==> config.mk <==
export PLATFORM = sky130hd
export DESIGN_NAME = cam_alarm_ctrl
export DESIGN_NICKNAME = d
export VERILOG_FILES = /design/src/rtl/cam_alarm_pkg.sv /design/src/rtl/cam_alarm_debounce.sv /design/src/rtl/cam_alarm_vidloss.sv /design/src/rtl/cam_alarm_chan.sv /design/src/rtl/cam_alarm_log.sv /design/src/rtl/cam_alarm_ctrl.sv
export SDC_FILE = /design/constraint.sdc
export NUM_CORES = 1
export LEC_CHECK = 0
export BUFFER_PORTS_ARGS = -buffer_cell sky130_fd_sc_hd__buf_2
export CAP_MARGIN = 30
export CORE_MARGIN = 5
export CORE_UTILIZATION = 45
export DETAILED_ROUTE_END_ITERATION = 10
export GPL_TIMING_DRIVEN = 1
export PLACE_DENSITY = 0.64
export SLEW_MARGIN = 15
export SYNTH_ARGS = -nofsm -noshare
export SYNTH_HDL_FRONTEND = slang
export SYNTH_HIERARCHICAL = 1
export SYNTH_SLANG_ARGS = --single-unit
==> constraint.sdc <==
create_clock -name clk -period 3.7 [get_ports clk]
set_input_delay 0.74 -clock clk [delete_from_list [all_inputs] [get_ports clk]]
set_output_delay 0.74 -clock clk [all_outputs]
set_load 0.01 [all_outputs]
==> src/rtl/cam_alarm_pkg.sv <==
// Shared definitions for the camera alarm controller.
// Assumes: the hold time is carried on HOLD_W bits and limited to HOLD_MAX.
package cam_alarm_pkg;

    localparam int HOLD_W   = 9;
    localparam int HOLD_MAX = 300;

    typedef enum logic {
        CAUSE_EXT   = 1'b0,
        CAUSE_VLOSS = 1'b1
    } cause_e;

    // Force a configured hold time into the legal range 1..HOLD_MAX.
    function automatic logic [HOLD_W-1:0] hold_clamp(input logic [HOLD_W-1:0] v);
        if (v == '0)
            return HOLD_W'(1);
        else if (v > HOLD_W'(HOLD_MAX))
            return HOLD_W'(HOLD_MAX);
        else
            return v;
    endfunction

endpackage

==> src/rtl/cam_alarm_debounce.sv <==
// Alarm input conditioner: two-flop synchronizer followed by a stability
// filter. The accepted level changes only after STABLE_N equal samples.
// rise_o pulses for one clock when the level is accepted high.
// Assumes: din is asynchronous to clk; STABLE_N >= 2.
module cam_alarm_debounce #(
    parameter int STABLE_N = 4
) (
    input  logic clk,
    input  logic rst_n,
    input  logic din,
    output logic level_o,
    output logic rise_o
);

    logic [1:0]          sync_q;
    logic [STABLE_N-1:0] hist_q;
    logic                level_q;
    logic                rise_q;

    // Synchronize the input and shift it into the sample history.
    always_ff @(posedge clk) begin
        if (!rst_n) begin
            sync_q <= '0;
            hist_q <= '0;
        end else begin
            sync_q <= {sync_q[0], din};
            hist_q <= {hist_q[STABLE_N-2:0], sync_q[1]};
        end
    end

    // Accept a new level once the whole history agrees; flag the rising edge.
    always_ff @(posedge clk) begin
        if (!rst_n) begin
            level_q <= 1'b0;
            rise_q  <= 1'b0;
        end else if ((&hist_q) && !level_q) begin
            level_q <= 1'b1;
            rise_q  <= 1'b1;
        end else if (!(|hist_q) && level_q) begin
            level_q <= 1'b0;
            rise_q  <= 1'b0;
        end else begin
            rise_q  <= 1'b0;
        end
    end

    assign level_o = level_q;
    assign rise_o  = rise_q;


    accept_needs_full_history_chk: assert property (@(posedge clk) disable iff (!rst_n)
        rise_q |-> (level_q && $past(&hist_q)));

endmodule

==> src/rtl/cam_alarm_vidloss.sv <==
// Video presence monitor for one channel. It counts clocks since the last
// field-sync pulse and declares loss after LOSS_CYC clocks without one.
// Assumes: sync_i is a synchronous pulse; LOSS_CYC >= 2.
module cam_alarm_vidloss #(
    parameter int LOSS_CYC = 30
) (
    input  logic clk,
    input  logic rst_n,
    input  logic sync_i,
    output logic lost_o,
    output logic rise_o
);

    localparam int               LW   = $clog2(LOSS_CYC);
    localparam logic [LW-1:0]    LAST = LW'(LOSS_CYC - 1);

    logic [LW-1:0] cnt_q;
    logic          lost_q;
    logic          rise_q;

    // Restart on every sync pulse, otherwise count up to the loss limit.
    always_ff @(posedge clk) begin
        if (!rst_n) begin
            cnt_q  <= '0;
            lost_q <= 1'b0;
            rise_q <= 1'b0;
        end else if (sync_i) begin
            cnt_q  <= '0;
            lost_q <= 1'b0;
            rise_q <= 1'b0;
        end else begin
            rise_q <= 1'b0;
            if (cnt_q == LAST && !lost_q) begin
                lost_q <= 1'b1;
                rise_q <= 1'b1;
            end
            if (cnt_q != LAST)
                cnt_q <= cnt_q + LW'(1);
        end
    end

    assign lost_o = lost_q;
    assign rise_o = rise_q;


    loss_without_sync_chk: assert property (@(posedge clk) disable iff (!rst_n)
        $rose(lost_q) |-> !$past(sync_i));


    sync_clears_loss_chk: assert property (@(posedge clk) disable iff (!rst_n)
        sync_i |=> !lost_q);

endmodule

==> src/rtl/cam_alarm_chan.sv <==
// Per-channel alarm state: hold countdown in seconds and blink phase.
// A trigger (re)loads the hold count; each second tick decrements it and
// the channel clears on the tick that would take the count to zero.
// Assumes: hold_i is already within 1..HOLD_MAX; HALF_CYC >= 2.
module cam_alarm_chan
    import cam_alarm_pkg::*;
#(
    parameter int HALF_CYC = 5
) (
    input  logic              clk,
    input  logic              rst_n,
    input  logic              trig_i,
    input  logic              sec_tick_i,
    input  logic [HOLD_W-1:0] hold_i,
    output logic              active_o,
    output logic              flash_o
);

    localparam int            FW     = $clog2(HALF_CYC);
    localparam logic [FW-1:0] F_LAST = FW'(HALF_CYC - 1);

    logic              active_q;
    logic              flash_q;
    logic [HOLD_W-1:0] rem_q;
    logic [FW-1:0]     fcnt_q;

    // Load on trigger, count seconds down and blink while active.
    always_ff @(posedge clk) begin
        if (!rst_n) begin
            active_q <= 1'b0;
            flash_q  <= 1'b0;
            rem_q    <= '0;
            fcnt_q   <= '0;
        end else if (trig_i) begin
            active_q <= 1'b1;
            flash_q  <= 1'b1;
            rem_q    <= hold_i;
            fcnt_q   <= '0;
        end else if (active_q) begin
            if (sec_tick_i && rem_q == HOLD_W'(1)) begin
                active_q <= 1'b0;
                flash_q  <= 1'b0;
                fcnt_q   <= '0;
            end else begin
                if (sec_tick_i)
                    rem_q <= rem_q - HOLD_W'(1);
                if (fcnt_q == F_LAST) begin
                    fcnt_q  <= '0;
                    flash_q <= ~flash_q;
                end else begin
                    fcnt_q <= fcnt_q + FW'(1);
                end
            end
        end
    end

    assign active_o = active_q;
    assign flash_o  = flash_q;


    flash_only_when_active_chk: assert property (@(posedge clk) disable iff (!rst_n)
        flash_q |-> active_q);


    clear_only_on_tick_chk: assert property (@(posedge clk) disable iff (!rst_n)
        $fell(active_q) |-> $past(sec_tick_i));


    hold_in_range_chk: assert property (@(posedge clk) disable iff (!rst_n)
        active_q |-> (rem_q != '0 && rem_q <= HOLD_W'(HOLD_MAX)));


    trigger_reloads_chk: assert property (@(posedge clk) disable iff (!rst_n)
        trig_i |=> (active_q && rem_q == $past(hold_i)));

endmodule

==> src/rtl/cam_alarm_log.sv <==
// Event log: collects per-source triggers as pending bits, writes one per
// clock by fixed priority into a circular buffer of DEPTH entries, and
// drops the oldest entry when a write meets a full buffer.
// Source index = channel*2 + cause, so lower channels win and external
// inputs win over video loss within a channel.
// Assumes: DEPTH and NCH are powers of two.
module cam_alarm_log
    import cam_alarm_pkg::*;
#(
    parameter int NCH   = 4,
    parameter int DEPTH = 8,
    parameter int TS_W  = 16
) (
    input  logic                     clk,
    input  logic                     rst_n,
    input  logic [NCH-1:0]           trig_ext_i,
    input  logic [NCH-1:0]           trig_loss_i,
    input  logic                     sec_tick_i,
    input  logic                     rd_i,
    output logic                     empty_o,
    output logic [$clog2(DEPTH):0]   count_o,
    output logic                     cause_o,
    output logic [$clog2(NCH)-1:0]   chan_o,
    output logic [TS_W-1:0]          time_o
);

    localparam int SRC  = 2 * NCH;
    localparam int IW   = $clog2(SRC);
    localparam int CW   = $clog2(NCH);
    localparam int AW   = $clog2(DEPTH);
    localparam int CNTW = AW + 1;

    typedef struct packed {
        cause_e          cause;
        logic [CW-1:0]   chan;
        logic [TS_W-1:0] ts;
    } ent_t;

    logic [SRC-1:0]  trig_vec;
    logic [SRC-1:0]  pend_q;
    logic [IW-1:0]   gnt_idx;
    logic            wr;
    logic            full;
    logic            do_rd;
    logic            ovw;
    logic [AW-1:0]   wptr_q;
    logic [AW-1:0]   rptr_q;
    logic [CNTW-1:0] count_q;
    logic [TS_W-1:0] ts_q;
    ent_t            mem_q [DEPTH];
    ent_t            head;

    // Interleave the trigger sources into priority order.
    for (genvar c = 0; c < NCH; c++) begin : g_src
        assign trig_vec[2*c]   = trig_ext_i[c];
        assign trig_vec[2*c+1] = trig_loss_i[c];
    end

    // Pick the lowest-numbered pending source.
    always_comb begin
        gnt_idx = '0;
        wr      = 1'b0;
        for (int i = 0; i < SRC; i++) begin
            if (pend_q[i] && !wr) begin
                gnt_idx = IW'(i);
                wr      = 1'b1;
            end
        end
    end

    assign full  = (count_q == CNTW'(DEPTH));
    assign do_rd = rd_i && (count_q != '0);
    assign ovw   = wr && full && !do_rd;

    // Track pending sources, pointers, fill level and the seconds count.
    always_ff @(posedge clk) begin
        if (!rst_n) begin
            pend_q  <= '0;
            wptr_q  <= '0;
            rptr_q  <= '0;
            count_q <= '0;
            ts_q    <= '0;
        end else begin
            pend_q <= (pend_q & ~(wr ? (SRC'(1) << gnt_idx) : '0)) | trig_vec;
            if (wr)
                wptr_q <= wptr_q + AW'(1);
            if (do_rd || ovw)
                rptr_q <= rptr_q + AW'(1);
            count_q <= count_q + CNTW'(wr) - CNTW'(do_rd) - CNTW'(ovw);
            if (sec_tick_i)
                ts_q <= ts_q + TS_W'(1);
        end
    end

    // Store the granted event at the write pointer.
    always_ff @(posedge clk) begin
        if (wr)
            mem_q[wptr_q] <= '{cause: cause_e'(gnt_idx[0]), chan: gnt_idx[IW-1:1], ts: ts_q};
    end

    assign head    = mem_q[rptr_q];
    assign empty_o = (count_q == '0);
    assign count_o = count_q;
    assign cause_o = head.cause;
    assign chan_o  = head.chan;
    assign time_o  = head.ts;


    fill_bounded_chk: assert property (@(posedge clk) disable iff (!rst_n)
        count_q <= CNTW'(DEPTH));


    overwrite_keeps_full_chk: assert property (@(posedge clk) disable iff (!rst_n)
        ovw |=> (count_q == CNTW'(DEPTH)));


    empty_read_ignored_chk: assert property (@(posedge clk) disable iff (!rst_n)
        (rd_i && count_q == '0 && pend_q == '0) |=> (count_q == '0));


    trigger_pends_chk: assert property (@(posedge clk) disable iff (!rst_n)
        (|trig_vec) |=> (pend_q != '0 || count_q != $past(count_q) || $past(ovw)));

endmodule

==> src/rtl/cam_alarm_ctrl.sv <==
// Camera alarm controller top. Per channel: input conditioner, video
// presence monitor and alarm state; shared: event log, buzzer and output.
// Assumes: sec_tick and vsync are synchronous one-clock pulses.
module cam_alarm_ctrl
    import cam_alarm_pkg::*;
#(
    parameter int NCH         = 4,
    parameter int STABLE_N    = 4,
    parameter int FIELD_CYC   = 1_000_000,
    parameter int LOSS_FIELDS = 3,
    parameter int HALF_CYC    = 25_000_000,
    parameter int DEPTH       = 8,
    parameter int TS_W        = 16
) (
    input  logic                     clk,
    input  logic                     rst_n,
    input  logic [NCH-1:0]           alarm_in,
    input  logic [NCH-1:0]           vsync,
    input  logic                     sec_tick,
    input  logic [8:0]               cfg_hold,
    input  logic                     cfg_buzz_en,
    output logic [NCH-1:0]           alm_act,
    output logic [NCH-1:0]           flash,
    output logic [NCH-1:0]           vid_lost,
    output logic                     buzzer,
    output logic                     alarm_out,
    input  logic                     log_rd,
    output logic                     log_empty,
    output logic [$clog2(DEPTH):0]   log_count,
    output logic                     log_cause,
    output logic [$clog2(NCH)-1:0]   log_chan,
    output logic [TS_W-1:0]          log_time
);

    localparam int LOSS_CYC = FIELD_CYC * LOSS_FIELDS;

    logic [NCH-1:0]    ext_level;
    logic [NCH-1:0]    ext_rise;
    logic [NCH-1:0]    loss_rise;
    logic [HOLD_W-1:0] hold_eff;

    assign hold_eff = hold_clamp(cfg_hold);

    for (genvar c = 0; c < NCH; c++) begin : g_ch
        cam_alarm_debounce #(.STABLE_N(STABLE_N)) u_deb (
            .clk     (clk),
            .rst_n   (rst_n),
            .din     (alarm_in[c]),
            .level_o (ext_level[c]),
            .rise_o  (ext_rise[c])
        );

        cam_alarm_vidloss #(.LOSS_CYC(LOSS_CYC)) u_vl (
            .clk    (clk),
            .rst_n  (rst_n),
            .sync_i (vsync[c]),
            .lost_o (vid_lost[c]),
            .rise_o (loss_rise[c])
        );

        cam_alarm_chan #(.HALF_CYC(HALF_CYC)) u_ch (
            .clk        (clk),
            .rst_n      (rst_n),
            .trig_i     (ext_rise[c] | loss_rise[c]),
            .sec_tick_i (sec_tick),
            .hold_i     (hold_eff),
            .active_o   (alm_act[c]),
            .flash_o    (flash[c])
        );
    end

    cam_alarm_log #(.NCH(NCH), .DEPTH(DEPTH), .TS_W(TS_W)) u_log (
        .clk         (clk),
        .rst_n       (rst_n),
        .trig_ext_i  (ext_rise),
        .trig_loss_i (loss_rise),
        .sec_tick_i  (sec_tick),
        .rd_i        (log_rd),
        .empty_o     (log_empty),
        .count_o     (log_count),
        .cause_o     (log_cause),
        .chan_o      (log_chan),
        .time_o      (log_time)
    );

    assign alarm_out = |alm_act;
    assign buzzer    = alarm_out & cfg_buzz_en;


    buzzer_implies_out_chk: assert property (@(posedge clk) disable iff (!rst_n)
        buzzer |-> alarm_out);


    enabled_buzzer_sounds_chk: assert property (@(posedge clk) disable iff (!rst_n)
        (cfg_buzz_en && alarm_out) |-> buzzer);


    level_before_act_chk: assert property (@(posedge clk) disable iff (!rst_n)
        $rose(ext_level) |=> (alm_act == ($past(alm_act) | $past(ext_rise) | $past(loss_rise)) || $past(sec_tick)));

endmodule

==> parameters.txt, run 1 <==
Parameter                              Value

Hold path
  Worst hold path stage count    2
  Startpoint of the most critical hold path    alarm_in[1]
  Hold endpoint    g_ch[1].u_deb/sync_q[0]$_SDFF_PN0_
  Min-Delay Path Class    primary input to register

Clocking
  Hold buffer count at cts    0
  Insertion delay of the later-clocked pin in the worst-skew pair    620 ps
  TritonCTS clock tree    done
  Worst-path clk slew    60 ps
  Max Root-Sink Buffers    3
  Post-cts sizing count    0
  Post-CTS Setup Repair Bufs    0
  Clock root buffer master    clkbuf_16
  Clock buffers created by TritonCTS    50
  CTS H-tree depth    2
  Num Clock Sinks    461

Critical path
  CP endpoint kind    register
  Maximum fanout encountered on the critical timing path    8
  End of the worst register-to-register path    u_log/count_o[3]$_SDFF_PN0_
  Endpoint arrival time on the critical path    3660 ps
  Crit path launch type    register
  Depth of the most critical reg-to-reg path    12
  Worst reg2reg setup slack    560 ps
  Worst Setup Path Type    register to register
  Critical Path RT    4210 ps
  Reg-to-Reg Start    u_log/pend_q[4]$_SDFF_PN0_

Synth
  Post-Syn Area per Cell    10.64 um2
  Distinct cell type count after synthesis    74
  Synth Flop Type    dfxtp_1
  Flip-flop and latch count after synthesis    461
  Gate count of the mapped netlist    2030
  Fraction of registers with async set or reset after synthesis    0%
  Netlist area before placement    0.02160 mm2
  Number of warning messages in the yosys log    6
  EDFF count, synth    152
  Post-Syn Nets    2078
  Portion of the post-synthesis area used by sequential elements    49.77%

Final layout
  Area growth, synth to finish    12.32%
  Layout Utilization    50.91%
  Most used cells in the layout excluding fill and tap cells    307 x dfxtp_1, 152 x edfxtp_1, 119 x nand2_1
  Most common cell after layout, fill and taps aside    dfxtp_1
  Fraction of layout instances using a drive strength above 1    15.61%
  Final-stage net count    2135
  Finished layout cell area    0.02426 mm2
  Antenna cells    0

Power and ir drop
  Part of the total power dissipated in sequential elements    46.2%
  Switching power share of the total    23.09%
  Part of the total power dissipated in the clock network    45.5%
  Switching Power    2.651 mW
  Internal power of the cells    8.831 mW
  Highest ir drop seen on vdd    0.3252 mV
  Share of power burned in combinational logic    8.4%
  Pwr/cell area    473.3 mW/mm2
  Static Leakage    7.800 nW

Place
  Instance area after placement    0.02250 mm2
  HPWL Detailed    30.38 mm
  Port Buffers    59
  Global placement routability congestion    0.8625
  Placement Setup Slack    558.6 ps

Global route
  Antenna violations before repair    0
  Overall fraction of global-route tracks in use    17.58%
  Largest net degree at the start of global routing    43
  Number of global-route vias before repair    15810
  First-pass GRT wire length    79.34 mm
  Total overflow reported by the global router    0

Timing
  Unrepaired setup endpoints after global routing    false
  Max_slew headroom    40.46%
  Worst setup skew after layout    43.04 ps
  Transition time at the pin with the least slew margin    888.3 ps
  Final worst hold slack    355.8 ps
  Ratio of final minimum period to clock period    84.93%
  Top achievable clock speed    318.2 MHz
  Pins over their slew limit    0
  Total negative slack    0 ps
  Number of failing hold endpoints at the final stage    0
  Final worst path period need    3143 ps
  Least setup slack across all paths after layout    557.5 ps
  Setup violators final    0

Route
  ANT nets after route    0
  Drt first pass iters    6
  DRC violation count after routing    0
  Post-Route WL    46.95 mm
  Vias per cell    5.858
  Routed via count    16060
  Average routed wire per standard cell    17.12 um
  DR iter-0 viols    1128

Floorplanning
  Vertical extent of the die    229.1 um
  Placeable core area    0.04765 mm2
  Die outline area    0.05248 mm2
  Count of boundary I/O pins    60
  Number of rows in the core area    80
  Initial core utilization    45.33%
  Width of the chip    229.1 um

Outcome
  Outcome    finished clean

Run
  Max Cap Violations    0
cells by family (layout without fill, tap and decap cells):
group,Yosys count,in the layout,synth area share (%)
buffers and inverters,146,243,3.180
adder cells (fa/ha/maj),26,26,1.541
AO/OA/AOI/OAI,389,389,12.52
AND/OR/NAND/NOR,852,852,23.91
multiplexers,70,70,5.579
flip-flops,461,461,49.77
XOR/XNOR,86,86,3.487
worst max-delay path: stages (launching register included):
cell and delay, ps:
dfxtp_1 360, or4_1 650, nor2_8 210, inv_4 70, a32oi_4 290, inv_1 80, ha_1 180, ha_1 260
inv_1 40, ha_1 200, fa_1 380, xnor2_1 140, and2_1 150
stage by stage:
stage	power (mW)	cells
finish	11.48	2742
global route	11.96	2742
CTS	11.65	2742
detailed placement	6.399	2650
global placement	6.384	2650
floorplan	6.089	2030
worst max path at each step:
stage / depth (start not counted) / startpoint / to / slack (ps)
after floorplan: 4 / u_log/pend_q[0]$_SDFF_PN0_ / u_log/mem_q[0][0]$_DFFE_PP_ / 700
after global placement: 12 / u_log/pend_q[4]$_SDFF_PN0_ / u_log/count_o[3]$_SDFF_PN0_ / 640
after detailed placement: 12 / u_log/pend_q[4]$_SDFF_PN0_ / u_log/count_o[3]$_SDFF_PN0_ / 560
after CTS: 12 / u_log/pend_q[4]$_SDFF_PN0_ / u_log/count_o[3]$_SDFF_PN0_ / 550
after global routing: 12 / u_log/pend_q[4]$_SDFF_PN0_ / u_log/count_o[3]$_SDFF_PN0_ / 400
final: 12 / u_log/pend_q[4]$_SDFF_PN0_ / u_log/count_o[3]$_SDFF_PN0_ / 560
power by group through the flow:
stage / sequential [mW] / clock [mW] / combinational, mW
2_1_floorplan: 5.38 / 0 / 0.706
3_3_place_gp: 5.41 / 0 / 0.975
3_5_place_dp: 5.41 / 0 / 0.987
4_1_cts: 5.30 / 5.36 / 0.988
5_1_grt: 5.30 / 5.60 / 1.06
6_report: 5.30 / 5.22 / 0.961
layer usage:
| layer | part of all wire, % | global-route usage [%] | vias up |
|---|---|---|---|
| met5 | 0 | 0 | - |
| met4 | 1.9 | 4.285 | 0 |
| met3 | 4.0 | 3.109 | 68 |
| met2 | 48 | 29.71 | 267 |
| met1 | 46 | 23.65 | 7849 |
| li1 | - | - | 7880 |
flip-flops by register name, summed over array words and instances, names as in the netlist, 8 cells and up, named ones only:
signal	count
g_ch.u_vl/cnt_q	88
u_log/ts_q	16
g_ch.u_ch/fcnt_q	100
g_ch.u_ch/rem_q	36
u_log/pend_q	8
g_ch.u_deb/hist_q	16
g_ch.u_deb/sync_q	8
u_log/mem_q	152
cell type report:
class	instances	area (um2)
sequential	461	10750
clock buffer	66	1401
multi-input combinational	1423	10190
inverter	63	239.0
tap	615	769.5
timing repair buffer	88	540.5
fill	4253	23390
clock inverter	26	360.3
synth_stat cells, types with 25 or more instances:
cell / instances / area [um2]
clkbuf_1: 40 / 150.1
o21ai_0: 85 / 425.4
and2_1: 54 / 337.8
or3_1: 34 / 212.7
mux4_2: 38 / 855.8
nor3_1: 81 / 405.4
o311ai_0: 35 / 306.5
nor3b_1: 39 / 292.8
and3_1: 40 / 250.2
xnor2_1: 63 / 551.8
o21a_1: 48 / 360.4
nand2_1: 119 / 446.7
nor2_1: 85 / 319.1
a21oi_1: 62 / 310.3
dfxtp_1: 309 / 6186
nand3_1: 97 / 485.5
nor4_1: 52 / 325.3
inv_1: 62 / 232.7
ha_1: 25 / 312.8
edfxtp_1: 152 / 4564
and4_1: 39 / 341.6
a31oi_1: 28 / 175.2
nand4_1: 53 / 331.6
No activity file was read; power rests on OpenSTA's default activity.
==> run 2, diff against run 1 <==
==> constraint.sdc (replaced) <==
create_clock -name clk -period 3.05 [get_ports clk]
set_input_delay 0.61 -clock clk [delete_from_list [all_inputs] [get_ports clk]]
set_output_delay 0.61 -clock clk [all_outputs]
set_load 0.01 [all_outputs]
==> run 2 against run 1 <==
Highest routed layer unchanged. Clock skew decreased by 9.0 ps. Utilization increased by 0.10 points. Fmax increased by 7.7%. Non-clock buffer count increased by 21. Total power increased by 19%. Sequential power increased by 22%. Clock power increased by 15%. Critical endpoint unchanged.
==> parameters.txt, run 2 (synthesis results as in run 1) <==
Parameter                              Value

Place
  Post-placement cell count    2669 (+0.72%)
  Port Buffers    59 (unchanged)
  Placement Setup Slack    129.7 ps (-428.9 ps)
  Global placement routability congestion    0.8478 (-1.7%)
  HPWL Detailed    30.92 mm (+1.7%)

Clocking
  Num Clock Sinks    461 (unchanged)
  TritonCTS clock tree    done
  Hold buffer count at cts    0 (unchanged)
  Insertion delay of the later-clocked pin in the worst-skew pair    590 ps (-30 ps)
  Max Root-Sink Buffers    3 (unchanged)
  Clock buffers created by TritonCTS    49 (-2.0%)
  Worst-path clk slew    60 ps (about the same)
  CTS H-tree depth    2 (unchanged)
  Clock root buffer master    clkbuf_16

Critical path
  Worst Setup Path Type    register to register
  Crit path launch type    register
  Cell chain of the critical path    or4_4, nor2_8, inv_4, a32oi_4, inv_1, ha_1, ha_1, inv_1, ha_1, fa_1, xnor2_1, and2_1
  CP endpoint kind    register
  Worst stage delay on the critical path    600 ps (-50 ps)
  CP Buf/Inv Count    3 (unchanged)
  Reg-to-Reg Start    u_log/pend_q[0]$_SDFF_PN0_
  Cell occurring most often along the worst timing path    ha_1
  Endpoint arrival time on the critical path    3400 ps (-260 ps)
  Maximum fanout encountered on the critical timing path    6 (-2)
  Critical Path RT    3530 ps (-680 ps)
  Critical path origin    u_log/pend_q[0]$_SDFF_PN0_
  Kind of cell adding the most delay to the critical path    adder cells
  Critical Path Slowest Stage Cell    or4_4

Timing
  Total negative slack    0 ps (unchanged)
  Worst setup skew after layout    34.04 ps (-9.002 ps)
  Setup violators final    0 (unchanged)
  Least setup slack across all paths after layout    131.3 ps (-426.2 ps)
  Final worst path period need    2919 ps (-223.8 ps)
  Ratio of final minimum period to clock period    95.69% (+11 points)
  Transition time at the pin with the least slew margin    750.3 ps (-138.0 ps)
  Number of failing hold endpoints at the final stage    0 (unchanged)
  Pins over their slew limit    0 (unchanged)
  Unrepaired setup endpoints after global routing    false
  Max_slew headroom    49.59% (+9.1 points)
  Top achievable clock speed    342.6 MHz (+7.7%)

Floorplanning
  Number of rows in the core area    80 (unchanged)
  Initial core utilization    45.33% (unchanged)
  Vertical extent of the die    229.1 um (unchanged)
  Count of boundary I/O pins    60 (unchanged)
  Die outline area    0.05248 mm2 (unchanged)
  Width of the chip    229.1 um (unchanged)
  Placeable core area    0.04765 mm2 (unchanged)

Final layout
  Fraction of layout instances using a drive strength above 1    16.22% (+0.61 points)
  Final-stage net count    2155 (+0.94%)
  Most used cells in the layout excluding fill and tap cells    307 x dfxtp_1, 152 x edfxtp_1, 119 x nand2_1
  Register with the highest flop count    u_log/mem_q
  Final instance count without filler cells    2761 (+0.69%)
  Most common cell after layout, fill and taps aside    dfxtp_1
  Antenna cells    0 (unchanged)
  Area growth, synth to finish    12.54%
  Regs by FF count    u_log/mem_q (152), g_ch.u_ch/fcnt_q (100), g_ch.u_vl/cnt_q (88)
  Filler Cell Count    4216 (-0.87%)
  Number of flip-flops in the largest register    152 (unchanged)

Power and ir drop
  Static Leakage    7.903 nW (+1.3%)
  Total chip power    13.68 mW (+19%)
  Pwr/cell area    562.7 mW/mm2 (+19%)
  Highest ir drop seen on vdd    0.4000 mV (+23%)

Global route
  Number of global-route vias before repair    15380 (-2.7%)
  Largest net degree at the start of global routing    42 (-2.3%)
  First-pass GRT wire length    79.21 mm (-0.17%)
  Antenna violations before repair    0 (unchanged)
  Total overflow reported by the global router    0 (unchanged)
  Overall fraction of global-route tracks in use    17.66% (+0.082 points)

Route
  DRC violation count after routing    0 (unchanged)
  Vias per cell    5.782 (-1.3%)
  Routed via count    15970 (-0.62%)
  Average routed wire per standard cell    17.04 um (-0.47%)
  DR iter-0 viols    1051 (-6.8%)
  Drt first pass iters    5 (-1)
  ANT nets after route    0 (unchanged)
  Post-Route WL    47.05 mm (+0.22%)

Hold path
  Startpoint of the most critical hold path    alarm_in[2]
  Min-Delay Path Class    primary input to register

Outcome
  Outcome    finished clean

Run
  Max Cap Violations    0 (unchanged)
run 2: what timing repair did:
item,CTS,global route
setup endpoints to repair,8,1
resized for setup,1,0
buffers inserted,0,1
pin swaps,0,1
run 2: through the flow:
stage,hold slack [ps],util (%),area (um2)
2_1_floorplan,420.4,-,21600
3_3_place_gp,423.9,47.52,22640
3_5_place_dp,425.0,47.52,22640
4_1_cts,232.8,50.97,24290
5_1_grt,248.8,51.01,24310
6_report,271.7,51.01,24310
run 2: where the power goes:
| part | leakage [nW] | total, mW | switching (mW) | internal [mW] |
|---|---|---|---|---|
| Combinational | 3.26 | 1.20 | 0.574 | 0.627 |
| Clock | 0.808 | 6.02 | 2.51 | 3.51 |
| Sequential | 3.84 | 6.46 | 0.0947 | 6.36 |
run 2: path summary, 6_finish.rpt:
path | end | slack [ps] | cells after the start
worst max register to register | u_log/count_o[3]$_SDFF_PN0_ | 130 | 12
worst min register to register | g_ch[1].u_deb/sync_q[1]$_SDFF_PN0_ | 440 | 1
worst min-delay path | g_ch[2].u_deb/sync_q[0]$_SDFF_PN0_ | 270 | 2
worst max-delay path | u_log/count_o[3]$_SDFF_PN0_ | 130 | 12
run 2: routing by layer:
metal | vias to the layer above | wire length [um] | global-route usage, %
met5 | - | 0 | 0
li1 | 7903 | - | -
met2 | 271 | 22450 | 29.59
met3 | 65 | 1788 | 2.700
met1 | 7726 | 21880 | 24.04
met4 | 0 | 934 | 4.830
run 2: layout make-up:
type	count	area (um2)	area share, %
Clock buffer	62	1315	5.410
Tap cell	615	769.5	3.166
Multi-Input combinational cell	1423	10190	41.94
Inverter	63	239.0	0.9832
Timing Repair Buffer	109	701.9	2.888
Clock inverter	28	330.3	1.359
Sequential cell	461	10760	44.25
